`config.mk`:
```
export PLATFORM = sky130hd
export DESIGN_NAME = match_timer
export DESIGN_NICKNAME = d
export VERILOG_FILES = /design/src/rtl/mt_pkg.sv /design/src/rtl/mt_prescaler.sv /design/src/rtl/mt_count_core.sv /design/src/rtl/mt_regs.sv /design/src/rtl/match_timer.sv
export SDC_FILE = /design/constraint.sdc
export NUM_CORES = 1
export LEC_CHECK = 0
export ABC_CLOCK_PERIOD_IN_PS = 7400
export BUFFER_PORTS_ARGS = -buffer_cell sky130_fd_sc_hd__buf_2
export CAP_MARGIN = 20
export CELL_PAD_IN_SITES_DETAIL_PLACEMENT = 0
export CELL_PAD_IN_SITES_GLOBAL_PLACEMENT = 1
export CORE_ASPECT_RATIO = 2
export CORE_MARGIN = 2
export CORE_UTILIZATION = 32
export CTS_CLUSTER_DIAMETER = 40
export CTS_CLUSTER_SIZE = 10
export DETAILED_ROUTE_END_ITERATION = 6
export PLACE_DENSITY = 0.66
export RECOVER_POWER = 25
export SLEW_MARGIN = 20
export SYNTH_ARGS = -nofsm -noshare
export SYNTH_HDL_FRONTEND = slang
export SYNTH_HIERARCHICAL = 1
export SYNTH_SLANG_ARGS = --single-unit
```
`constraint.sdc`:
```
create_clock -name clk -period 7.4 [get_ports clk]
set_input_delay 1.11 -clock clk [delete_from_list [all_inputs] [get_ports clk]]
set_output_delay 1.11 -clock clk [all_outputs]
set_load 0.005 [all_outputs]
```
`src/rtl/mt_pkg.sv`:
```
package mt_pkg;

  typedef enum logic [1:0] {
    WRD_CTRL = 2'd0,
    WRD_CNT  = 2'd1,
    WRD_CMP  = 2'd2,
    WRD_NONE = 2'd3
  } word_e;

  localparam int unsigned DIV_BASE_LOG2 = 3;
  localparam int unsigned DIV_STEP_LOG2 = 2;

  function automatic int unsigned div_log2(input logic [1:0] sel);
    return DIV_BASE_LOG2 + DIV_STEP_LOG2 * int'(sel);
  endfunction

endpackage

```
`src/rtl/mt_prescaler.sv`:
```
module mt_prescaler #(
  parameter int SEL_W = 2
) (
  input  logic             clk,
  input  logic             rst_n,
  input  logic [SEL_W-1:0] sel,
  output logic             tick
);
  import mt_pkg::*;

  localparam int PRE_W = DIV_BASE_LOG2 + DIV_STEP_LOG2 * ((1 << SEL_W) - 1);

  logic [PRE_W-1:0] pcnt_q, pcnt_d;
  logic [PRE_W:0]   one_sh;
  logic [PRE_W-1:0] lim;

  always_comb begin
    one_sh = (PRE_W+1)'(1) << div_log2(sel);
    lim    = PRE_W'(one_sh - {{PRE_W{1'b0}}, 1'b1});
    tick   = (pcnt_q >= lim);
    pcnt_d = tick ? '0 : pcnt_q + PRE_W'(1);
  end

  always_ff @(posedge clk or negedge rst_n) begin
    if (!rst_n) pcnt_q <= '0;
    else        pcnt_q <= pcnt_d;
  end

  // the smallest divider is 8, so ticks never come back to back
  a_r3_tick_gap: assert property (@(posedge clk) disable iff (!rst_n)
    tick |=> !tick);

endmodule

```
`src/rtl/mt_count_core.sv`:
```
module mt_count_core #(
  parameter int CNT_W = 32
) (
  input  logic             clk,
  input  logic             rst_n,
  input  logic             tick,
  input  logic             run,
  input  logic [CNT_W-1:0] cmp,
  input  logic             wr_cnt,
  input  logic [CNT_W-1:0] wval,
  output logic [CNT_W-1:0] cnt,
  output logic             match_ev,
  output logic             wrap_ev
);

  logic [CNT_W-1:0] cnt_q, cnt_d;
  logic [CNT_W-1:0] pend_q, pend_d;
  logic             req_q, req_d;
  logic             s1_q, s1_d, s2_q, s2_d;
  logic             load, pending, busy;

  always_comb begin
    pending  = (req_q != s2_q);
    load     = tick && (s1_q != s2_q);
    busy     = pending && !load;
    pend_d   = wr_cnt ? wval : pend_q;
    req_d    = (wr_cnt && !busy) ? !req_q : req_q;
    s1_d     = tick ? req_q : s1_q;
    s2_d     = tick ? s1_q : s2_q;
    cnt_d    = cnt_q;
    match_ev = 1'b0;
    wrap_ev  = 1'b0;
    if (load) begin
      cnt_d = pend_q;
    end else if (tick && run) begin
      if (cnt_q == cmp) begin
        cnt_d    = '0;
        match_ev = 1'b1;
      end else begin
        cnt_d   = cnt_q + CNT_W'(1);
        wrap_ev = (cnt_q == '1);
      end
    end
  end

  always_ff @(posedge clk or negedge rst_n) begin
    if (!rst_n) begin
      cnt_q  <= '0;
      pend_q <= '0;
      req_q  <= 1'b0;
      s1_q   <= 1'b0;
      s2_q   <= 1'b0;
    end else begin
      cnt_q  <= cnt_d;
      pend_q <= pend_d;
      req_q  <= req_d;
      s1_q   <= s1_d;
      s2_q   <= s2_d;
    end
  end

  assign cnt = cnt_q;

  // a tick at the compare value returns the counter to zero
  a_r4_wrap_zero: assert property (@(posedge clk) disable iff (!rst_n)
    (tick && run && !load && cnt_q == cmp) |=> (cnt_q == '0));

  // the counter only moves on a tick
  a_r12_hold: assert property (@(posedge clk) disable iff (!rst_n)
    !tick |=> $stable(cnt_q));

  // an outstanding write stays outstanding between ticks
  a_r9_pend_hold: assert property (@(posedge clk) disable iff (!rst_n)
    (pending && !tick) |=> pending);

endmodule

```
`src/rtl/mt_regs.sv`:
```
module mt_regs #(
  parameter int CNT_W  = 32,
  parameter int NUM_CH = 4,
  parameter int SEL_W  = 2
) (
  input  logic              clk,
  input  logic              rst_n,
  input  logic              wr_ctrl,
  input  logic              wr_cmp,
  input  logic              wr_str,
  input  logic [31:0]       wdata,
  input  logic              match_ev,
  input  logic              wrap_ev,
  output logic [SEL_W-1:0]  clksel,
  output logic              ie,
  output logic              match_flg,
  output logic              wrap_flg,
  output logic [CNT_W-1:0]  cmp,
  output logic [NUM_CH-1:0] str
);

  localparam int  MATCH_BIT = (CNT_W == 16) ? 7 : 15;
  localparam int  WRAP_BIT  = 14;
  localparam int  IE_BIT    = 6;
  localparam bit  HAS_WRAP  = (CNT_W != 16);

  logic [SEL_W-1:0]  sel_q, sel_d;
  logic              ie_q, ie_d;
  logic              mf_q, mf_d;
  logic [CNT_W-1:0]  cmp_q, cmp_d;
  logic [NUM_CH-1:0] str_q, str_d;
  logic              unused_wd;

  assign unused_wd = ^wdata;

  always_comb begin
    sel_d = wr_ctrl ? wdata[SEL_W-1:0] : sel_q;
    ie_d  = wr_ctrl ? wdata[IE_BIT]    : ie_q;
    cmp_d = wr_cmp  ? wdata[CNT_W-1:0] : cmp_q;
    str_d = wr_str  ? wdata[NUM_CH-1:0] : str_q;
    // a match outranks a clearing write in the same cycle
    if (match_ev)     mf_d = 1'b1;
    else if (wr_ctrl) mf_d = mf_q & wdata[MATCH_BIT];
    else              mf_d = mf_q;
  end

  always_ff @(posedge clk or negedge rst_n) begin
    if (!rst_n) begin
      sel_q <= '0;
      ie_q  <= 1'b0;
      mf_q  <= 1'b0;
      cmp_q <= '0;
      str_q <= '0;
    end else begin
      sel_q <= sel_d;
      ie_q  <= ie_d;
      mf_q  <= mf_d;
      cmp_q <= cmp_d;
      str_q <= str_d;
    end
  end

  generate
    if (HAS_WRAP) begin : g_wrap
      logic wf_q, wf_d;
      always_comb begin
        if (wrap_ev)      wf_d = 1'b1;
        else if (wr_ctrl) wf_d = wf_q & wdata[WRAP_BIT];
        else              wf_d = wf_q;
      end
      always_ff @(posedge clk or negedge rst_n) begin
        if (!rst_n) wf_q <= 1'b0;
        else        wf_q <= wf_d;
      end
      assign wrap_flg = wf_q;

      // a wrap event always leaves the wrap flag set
      a_r11_wrap_set: assert property (@(posedge clk) disable iff (!rst_n)
        wrap_ev |=> wrap_flg);
    end else begin : g_nowrap
      logic unused_wrap;
      assign unused_wrap = wrap_ev;
      assign wrap_flg    = 1'b0;
    end
  endgenerate

  assign clksel    = sel_q;
  assign ie        = ie_q;
  assign match_flg = mf_q;
  assign cmp       = cmp_q;
  assign str       = str_q;

  // a match is never lost to a concurrent clear
  a_r6_match_wins: assert property (@(posedge clk) disable iff (!rst_n)
    match_ev |=> match_flg);

  // the flag only drops after a control write
  a_r5_sticky: assert property (@(posedge clk) disable iff (!rst_n)
    (match_flg && !wr_ctrl) |=> match_flg);

  // writing zero with no match present clears the flag and the enable
  a_r8_zero_write: assert property (@(posedge clk) disable iff (!rst_n)
    (wr_ctrl && wdata == 32'd0 && !match_ev) |=> (!match_flg && !ie));

endmodule

```
`src/rtl/match_timer.sv`:
```
module match_timer #(
  parameter int CNT_W  = 32,
  parameter int NUM_CH = 4,
  parameter int CH_IDX = 0
) (
  input  logic        clk,
  input  logic        rst_n,
  input  logic        sel_str,
  input  logic [3:0]  addr,
  input  logic        wr_en,
  input  logic [31:0] wdata,
  output logic [31:0] rdata,
  output logic        irq
);
  import mt_pkg::*;

  localparam int SEL_W     = 2;
  localparam int BYTE_SH   = (CNT_W == 16) ? 1 : 2;
  localparam int MATCH_BIT = (CNT_W == 16) ? 7 : 15;
  localparam int WRAP_BIT  = 14;
  localparam int IE_BIT    = 6;
  localparam bit HAS_WRAP  = (CNT_W != 16);

  logic [1:0]        rst_sync_q;
  logic              rst_int;
  word_e             word;
  logic              wr_ctrl, wr_cnt, wr_cmp, wr_str;
  logic              tick, run;
  logic [SEL_W-1:0]  clksel;
  logic              ie, match_flg, wrap_flg, match_ev, wrap_ev;
  logic [CNT_W-1:0]  cmp, cnt;
  logic [NUM_CH-1:0] str;
  logic [31:0]       ctrl_rd;
  logic              unused_addr;

  // asynchronous assertion, synchronous release
  always_ff @(posedge clk or negedge rst_n) begin
    if (!rst_n) rst_sync_q <= 2'b00;
    else        rst_sync_q <= {rst_sync_q[0], 1'b1};
  end
  assign rst_int = rst_sync_q[1];

  assign unused_addr = ^addr;

  always_comb begin
    word    = word_e'(addr[BYTE_SH +: 2]);
    wr_ctrl = wr_en && !sel_str && (word == WRD_CTRL);
    wr_cnt  = wr_en && !sel_str && (word == WRD_CNT);
    wr_cmp  = wr_en && !sel_str && (word == WRD_CMP);
    wr_str  = wr_en && sel_str;
  end

  mt_prescaler #(.SEL_W(SEL_W)) u_pre (
    .clk   (clk),
    .rst_n (rst_int),
    .sel   (clksel),
    .tick  (tick)
  );

  mt_count_core #(.CNT_W(CNT_W)) u_core (
    .clk      (clk),
    .rst_n    (rst_int),
    .tick     (tick),
    .run      (run),
    .cmp      (cmp),
    .wr_cnt   (wr_cnt),
    .wval     (wdata[CNT_W-1:0]),
    .cnt      (cnt),
    .match_ev (match_ev),
    .wrap_ev  (wrap_ev)
  );

  mt_regs #(.CNT_W(CNT_W), .NUM_CH(NUM_CH), .SEL_W(SEL_W)) u_regs (
    .clk       (clk),
    .rst_n     (rst_int),
    .wr_ctrl   (wr_ctrl),
    .wr_cmp    (wr_cmp),
    .wr_str    (wr_str),
    .wdata     (wdata),
    .match_ev  (match_ev),
    .wrap_ev   (wrap_ev),
    .clksel    (clksel),
    .ie        (ie),
    .match_flg (match_flg),
    .wrap_flg  (wrap_flg),
    .cmp       (cmp),
    .str       (str)
  );

  assign run = str[CH_IDX];
  assign irq = match_flg & ie;

  always_comb begin
    ctrl_rd              = '0;
    ctrl_rd[SEL_W-1:0]   = clksel;
    ctrl_rd[IE_BIT]      = ie;
    ctrl_rd[MATCH_BIT]   = match_flg;
    if (HAS_WRAP) ctrl_rd[WRAP_BIT] = wrap_flg;
  end

  always_comb begin
    if (sel_str) begin
      rdata = 32'(str);
    end else begin
      unique case (word)
        WRD_CTRL: rdata = ctrl_rd;
        WRD_CNT:  rdata = 32'(cnt);
        WRD_CMP:  rdata = 32'(cmp);
        default:  rdata = '0;
      endcase
    end
  end

  // the interrupt level holds until software writes
  a_r7_irq_level: assert property (@(posedge clk) disable iff (!rst_int)
    (irq && !wr_en) |=> irq);

  // a run-register write with this channel's bit clear stops the count
  a_r2_stop: assert property (@(posedge clk) disable iff (!rst_int)
    (wr_str && !wdata[CH_IDX] && !tick) |=> !run);

endmodule

```
==> results of run 1 <==
## cell usage in the layout, fill, tap and decap left out, drive strengths merged, types with 2 or more instances in the layout
master / synthesis / final
o21a: 2 / 2
o41ai: 4 / 4
buf: 22 / 78
clkinv: 0 / 7
nor2: 76 / 76
o311ai: 9 / 9
a22oi: 27 / 27
nand2: 34 / 34
xnor2: 3 / 3
mux2i: 2 / 2
o31ai: 5 / 5
nand2b: 6 / 6
o21ai: 29 / 29
a41o: 2 / 2
nand4: 10 / 10
nand4b: 2 / 2
ha: 10 / 10
conb: 2 / 2
and2b: 4 / 4
xor2: 37 / 37
and3: 11 / 11
a21oi: 26 / 26
dfrtp: 119 / 119
and4: 3 / 3
nor2b: 6 / 6
a211oi: 6 / 6
o211ai: 5 / 5
inv: 13 / 13
a221o: 2 / 2
bufinv: 0 / 2
a2bb2oi: 2 / 2
nand3: 23 / 23
a31oi: 11 / 11
or3: 5 / 5
a21o: 3 / 3
and2: 4 / 4
mux2: 72 / 72
nor3: 9 / 9
nor4: 10 / 10
clkbuf: 21 / 23
## kinds of logic after synthesis
family / Yosys count / share of synthesized area [%]
fa+ha+maj: 10 / 1.84
xor+xnor: 40 / 5.14
buf+inv: 56 / 5.07
other cells: 2 / 0.110
compound gates: 139 / 14.8
flops: 119 / 43.7
simple gates: 209 / 15.5
mux: 74 / 13.8
## per-layer routing
layer | vias up | routed length, um | share of wire, %
li1 | 2459 | - | -
met1 | 2645 | 7330 | 36
met2 | 109 | 11500 | 57
met3 | 35 | 566 | 2.8
met4 | 0 | 714 | 3.6
met5 | - | 0 | 0
## state kept, by name, indices dropped and copies added, names as in the netlist
register and flops:
u_core/cnt 32, u_core/pend_q 32, u_regs/cmp 32, u_pre/pcnt_q 9
u_regs/str 4, rst_sync_q 2, u_regs/clksel 2, u_core/req_q 1
u_core/s1_q 1, u_core/s2_q 1, u_regs/ie 1, u_regs/match_flg 1
u_regs/wrap_flg 1
## worst min path at each step
| stage | start | endpoint | slack [ns] | cells past startpoint |
|---|---|---|---|---|
| floorplan | rst_sync_q[0] | rst_sync_q[1] | 0.33 | 0 |
| global placement | rst_sync_q[0] | rst_sync_q[1] | 0.34 | 0 |
| detailed placement | rst_sync_q[0] | rst_sync_q[1] | 0.35 | 0 |
| CTS | rst_sync_q[0] | rst_sync_q[1] | 0.36 | 0 |
| global route | rst_sync_q[0] | rst_sync_q[1] | 0.37 | 0 |
| finish | rst_sync_q[0] | rst_sync_q[1] | 0.35 | 0 |
## report_power, final
group / leakage, nW / internal [W] / switching, W / total [W]
Clock: 0.283 / 0.000508 / 0.000287 / 0.000794
Combinational: 1.71 / 0.000328 / 0.000388 / 0.000716
Sequential: 1.44 / 0.000840 / 0.000285 / 0.00113
## through the flow
stage	power, W	setup slack (ns)	util, %	instance area, um^2	std cells
after floorplan	0.00158	3.84	-	6810	649
after global placement	0.00182	3.49	34.8	7290	954
after detailed placement	0.00185	3.32	34.8	7290	954
after CTS	0.00266	3.31	37.6	7860	986
after global routing	0.00280	3.01	37.5	7850	986
final	0.00264	3.37	37.5	7850	986
## area by class of cell
cell class	count	area [um^2]	share of cell area, %
multi-input combinational	474	3510	44.7
sequential	119	2980	37.9
clock buffer	22	464	5.91
timing repair buffer	79	417	5.31
tap	269	337	4.29
clock inverter	10	103	1.31
inverter	13	48.8	0.621
==> impl_results.md, run 1 <==
* Met1 Use GR at 19.6%
* Synthesized cell area at 6810 um^2
* Initial antenna violation count at 0
* I/O pin count at between 70 and 80
* Core ar. at 20,900 um^2
* Iter 0 DRT Violations at 331
* Postcts setup bufs at 0
* Post-DRT Antenna Nets at 0
* Seq/Total Area, Yosys at 43.7%
* CTS tree: done
* Nature of the critical path endpoint: flip-flop
* Outcome: finished, violations left
* Pleak at ~3.4 nW
* Die area at 22,500 um^2
* Req. time, crit path at 7.68 ns
* Clock skew at 0.00522 ns
* Failing checks: max-capacitance violations, max-slew violations
* Post-route DRC violation count at 0
* Most frequent CP cell: nand2_1
* Synth Instances at 649
* Top delay family on crit path: simple AND/OR/NAND/NOR gates
* Post-layout minimum cycle time at between 4 and 5 ns
* Reg2reg start: u_regs/clksel[1]
* Cell depth of the worst flop-to-flop path at 9
* Fraction of layout instances using a drive strength above 1 at 28.9%
* Startpoint class of the critical path: flip-flop
* Clk_lat worst skew at about 0.42 ns
* Syn_nets at 699
* Die Span Y at 210 um
* Die W at 107 um
* WHS at 0.354 ns
* Final Hold Viols at 0
* IO Port Bufs at 70
* Yosys cell types at 65
* Max clock buf depth at 2
* Post-cts hold buffer count at 0
* Fin. max-slew vios at 53
* Post-synthesis async set-or-reset flop share at 100%
* RSZ-0062 raised after global routing: false
* CTS buffer count at 17
* DRT Wirelength at 20.1 mm
* Reg2reg setup slack at 3.37 ns
* Measured slew at the worst slew-check pin at 2.12 ns
* Hold Path Class: flip-flop to flip-flop
* GRT overflow at 0
* Post-synth EDFFs at 0
* DP Wirelength at 14.3 mm
* Slew HR at -41.5%
* Most numerous cell in the Yosys netlist: dfrtp_1
* Yosys Warn Count at 6
* Crit path to: u_core/cnt[21]
* Met3 usage at 3.37%
* Top cells by count, synth: dfrtp_1 (119), nor2_1 (74), mux2_2 (42)
* GRT Resource Usage Total at 18.8%
* Worst setup path start: u_regs/clksel[1]
* Slowest stage delay, CP at 0.64 ns
* Main synth FF type: dfrtp_1
* Levels on crit path at 9
* Area Growth Syn to Fin at 15.3%
* CP Data Arrival Time at roughly 4.3 ns
* First-pass GRT wire length at 32.1 mm
* Max VDD drop at between 0.1 and 0.15 mV
* Largest net degree at the start of global routing at 67
* Finish-stage setup viols at 0
* PwrDens at 336 nW/um^2
* Met2 Use GR at 35.4%
* Initial Utilization at 32.6%
* Crit path cell chain: nand2_1 -> ha_1 -> nand4_1 -> nor3_1 -> or3_1 -> nand2_1 -> nor2_2 -> nand3_1 -> o311ai_0
* WL/cell at 20.4 um
* CTS H-tree depth at 4
* Setup CP Type: flip-flop to flip-flop
* Clock sinks at 119
* Layout Nets at 754
* Worst-path maximum fanout at 20
* Vias at 5,248
* Synth top area share at 43.7%
* Routability cong. at ~0.84
* TritonRoute pass-1 iters at 6
* Clock transition at the registers of the reported paths at 0.05 ns
* Most area-hungry cell type in the Yosys netlist: dfrtp_1
* Mean Syn Cell Area at 10.5 um^2
* Master of the slowest instance on the critical path: nor2_2
* Top cells by area, synth: dfrtp_1 (44%), mux2_2 (6.9%), mux2_4 (6.6%)
* CP Buf/Inv Count at 0
* Vias in the first global route at approximately 5,700
* Row cnt at 75
* Max Clk Rate at 248 MHz
* Setup TNS at 0 ns
* Global routing's busiest layer: met2
* Antenna Cells at 0
* Max-cap violations at 1
* Clock Root Buffer: clkbuf_16
* Filler cells at 2,102
* Fin crit share at 54.5%
* Reg-to-reg endpoint: u_core/cnt[21]
* Post_cts resized at 0
* Vias per cell at 5.32
* Synth Register Bits at 119
Power figures use the tool's default switching activity.
==> inputs of run 2 (changes only) <==
Settings changed: ABC_CLOCK_PERIOD_IN_PS 7400 to 4100.
Clock period 7.4 ns to 4.1 ns, I/O delays scaled along.
==> impl_results.md, run 2 (synthesis results as in run 1) <==
* Max Clk Rate at 305 MHz
* Largest net degree at the start of global routing at 57
* Req. time, crit path at between 4 and 5 ns
* Vias in the first global route at 5,716
* Most frequent cells in the layout: dfrtp_1 (119), nor2_1 (74), buf_2 (69), mux2_2 (42), xor2_1 (37)
* Initial Utilization at 32.6%
* Finish-stage setup viols at 0
* Post_cts resized at 0
* GRT overflow at 0
* Most common cell after layout, fill and taps aside: dfrtp_1
* Post-layout minimum cycle time at 3.28 ns
* Setup CP Type: flip-flop to flip-flop
* Clk_lat worst skew at 0.42 ns
* Die Span Y at around 210 um
* TritonRoute pass-1 iters at 4
* PwrDens at 603 nW/um^2
* GRT Resource Usage Total at 18.8%
* Area Growth Syn to Fin at 16.3%
* Vias at around 5,300
* Layout Nets at 761
* Row cnt at 75
* Worst-path maximum fanout at 21
* DRT Wirelength at 20.4 mm
* Vias per cell at around 5.3
* Pwr Total at ~0.0048 W
* Top layer in use: met4
* Measured slew at the worst slew-check pin at 2.36 ns
* Clock Root Buffer: clkbuf_16
* I/O pin count at 73
* CTS tree: done
* CTS H-tree depth at 4
* Hold Path Class: flip-flop to flip-flop
* RSZ-0062 raised after global routing: false
* Max VDD drop at 0.220 mV
* Dpl ws at about 0.80 ns
* Clock skew at between 0.006 and 0.007 ns
* Startpoint class of the critical path: flip-flop
* WL met1 at 7.33 mm
* Iter 0 DRT Violations at 379
* CP Data Arrival Time at between 3 and 4 ns
* Post-route DRC violation count at 0
* Fraction of layout instances using a drive strength above 1 at between 20% and 30%
* Clock transition at the registers of the reported paths at 0.05 ns
* Die area at 22,500 um^2
* DP Wirelength at 14.7 mm
* Fin. max-slew vios at 57
* Die W at about 110 um
* Failing checks: max-capacitance violations, max-slew violations
* Nature of the critical path endpoint: flip-flop
* Max clock buf depth at 2
* Routed met3 length at 668 um
* Pleak at 3.47 nW
* Initial antenna violation count at 0
* Slew HR at -57.0%
* Max-cap violations at 1
* WL/cell at about 21 um
* Fin area at between 7000 and 8000 um^2
* Fin worst setup slack at 0.825 ns
* Placed cell area at 7360 um^2
* Antenna Cells at 0
* CTS buffer count at 17
* Setup TNS at 0 ns
* Core ar. at 20,900 um^2
* Fin crit share at 79.9%
* IO Port Bufs at 70
* First-pass GRT wire length at 32.0 mm
* Final Hold Viols at 0
* Outcome: finished, violations left
* Clock sinks at 119
* Routability cong. at 0.873
* Post-DRT Antenna Nets at 0
* DR WL met2 at 11.7 mm
## run 2: changes by cell type in the layout (fill, tap and decap cells not counted)
cell           before  now
dlygate4sd3_1       0    1
clkinvlp_4          1    0
clkbuf_2            0    1
clkinv_2            7    2
buf_12              0    2
buf_4               9   12
clkbuf_8            2    6
bufinv_16           2    1
## run 2: worst paths after layout
check	startpoint	endpoint	slack, ns	depth (start not counted)
setup / recovery	u_regs/clksel[1]	u_core/cnt[29]	0.82	11
hold / removal	rst_sync_q[0]	rst_sync_q[1]	0.35	0
setup reg to reg	u_regs/clksel[1]	u_core/cnt[29]	0.82	11
hold reg to reg	rst_sync_q[0]	rst_sync_q[1]	0.35	0
max in group asynchronous	rst_sync_q[1]	u_regs/cmp[3]	1.34	1
min in group asynchronous	rst_n	rst_sync_q[0]	0.51	2
## run 2: cell type report
cell class                 instances  area (um^2)
clock buffer                      26          519
clock inverter                     3         40.0
fill                            2092        13000
inverter                          13         48.8
multi-input combinational        474         3510
sequential                       119         2980
tap                              269          337
timing repair buffer              86          494
## run 2: stage by stage
stage	utilization [%]	instances	hold slack, ns
2_1_floorplan	-	649	0.319
6_report	37.9	990	0.346
3_3_place_gp	35.2	960	0.338
3_5_place_dp	35.2	960	0.336
4_1_cts	37.9	990	0.349
5_1_grt	37.9	990	0.355
## run 2: layer usage
metal,vias up,GRT usage (%)
li1,2467,-
met1,2675,19.3
met2,114,35.4
met3,29,3.99
met4,0,8.51
met5,-,0
## run 2: where the power goes
| part | switching [W] | internal, W | total, W |
|---|---|---|---|
| clock network | 0.000508 | 0.000917 | 0.00143 |
| logic | 0.000702 | 0.000610 | 0.00131 |
| registers | 0.000525 | 0.00152 | 0.00204 |
## run 2: timing repair
action | 4_1_cts | 5_1_grt
setup buffers | 0 | 0
hold buffers | 1 | 0
endpoints found under the hold margin | 2 | 0
## run 2: worst max-delay path, stage by stage (launching register included)
cell,delay (ns)
dfrtp_1,0.43
nand2_1,0.11
ha_1,0.33
nand4_1,0.14
nor3_1,0.23
or3_1,0.43
and2_1,0.20
buf_4,0.26
o21ai_0,0.26
buf_4,0.27
or3_1,0.36
a31oi_1,0.16
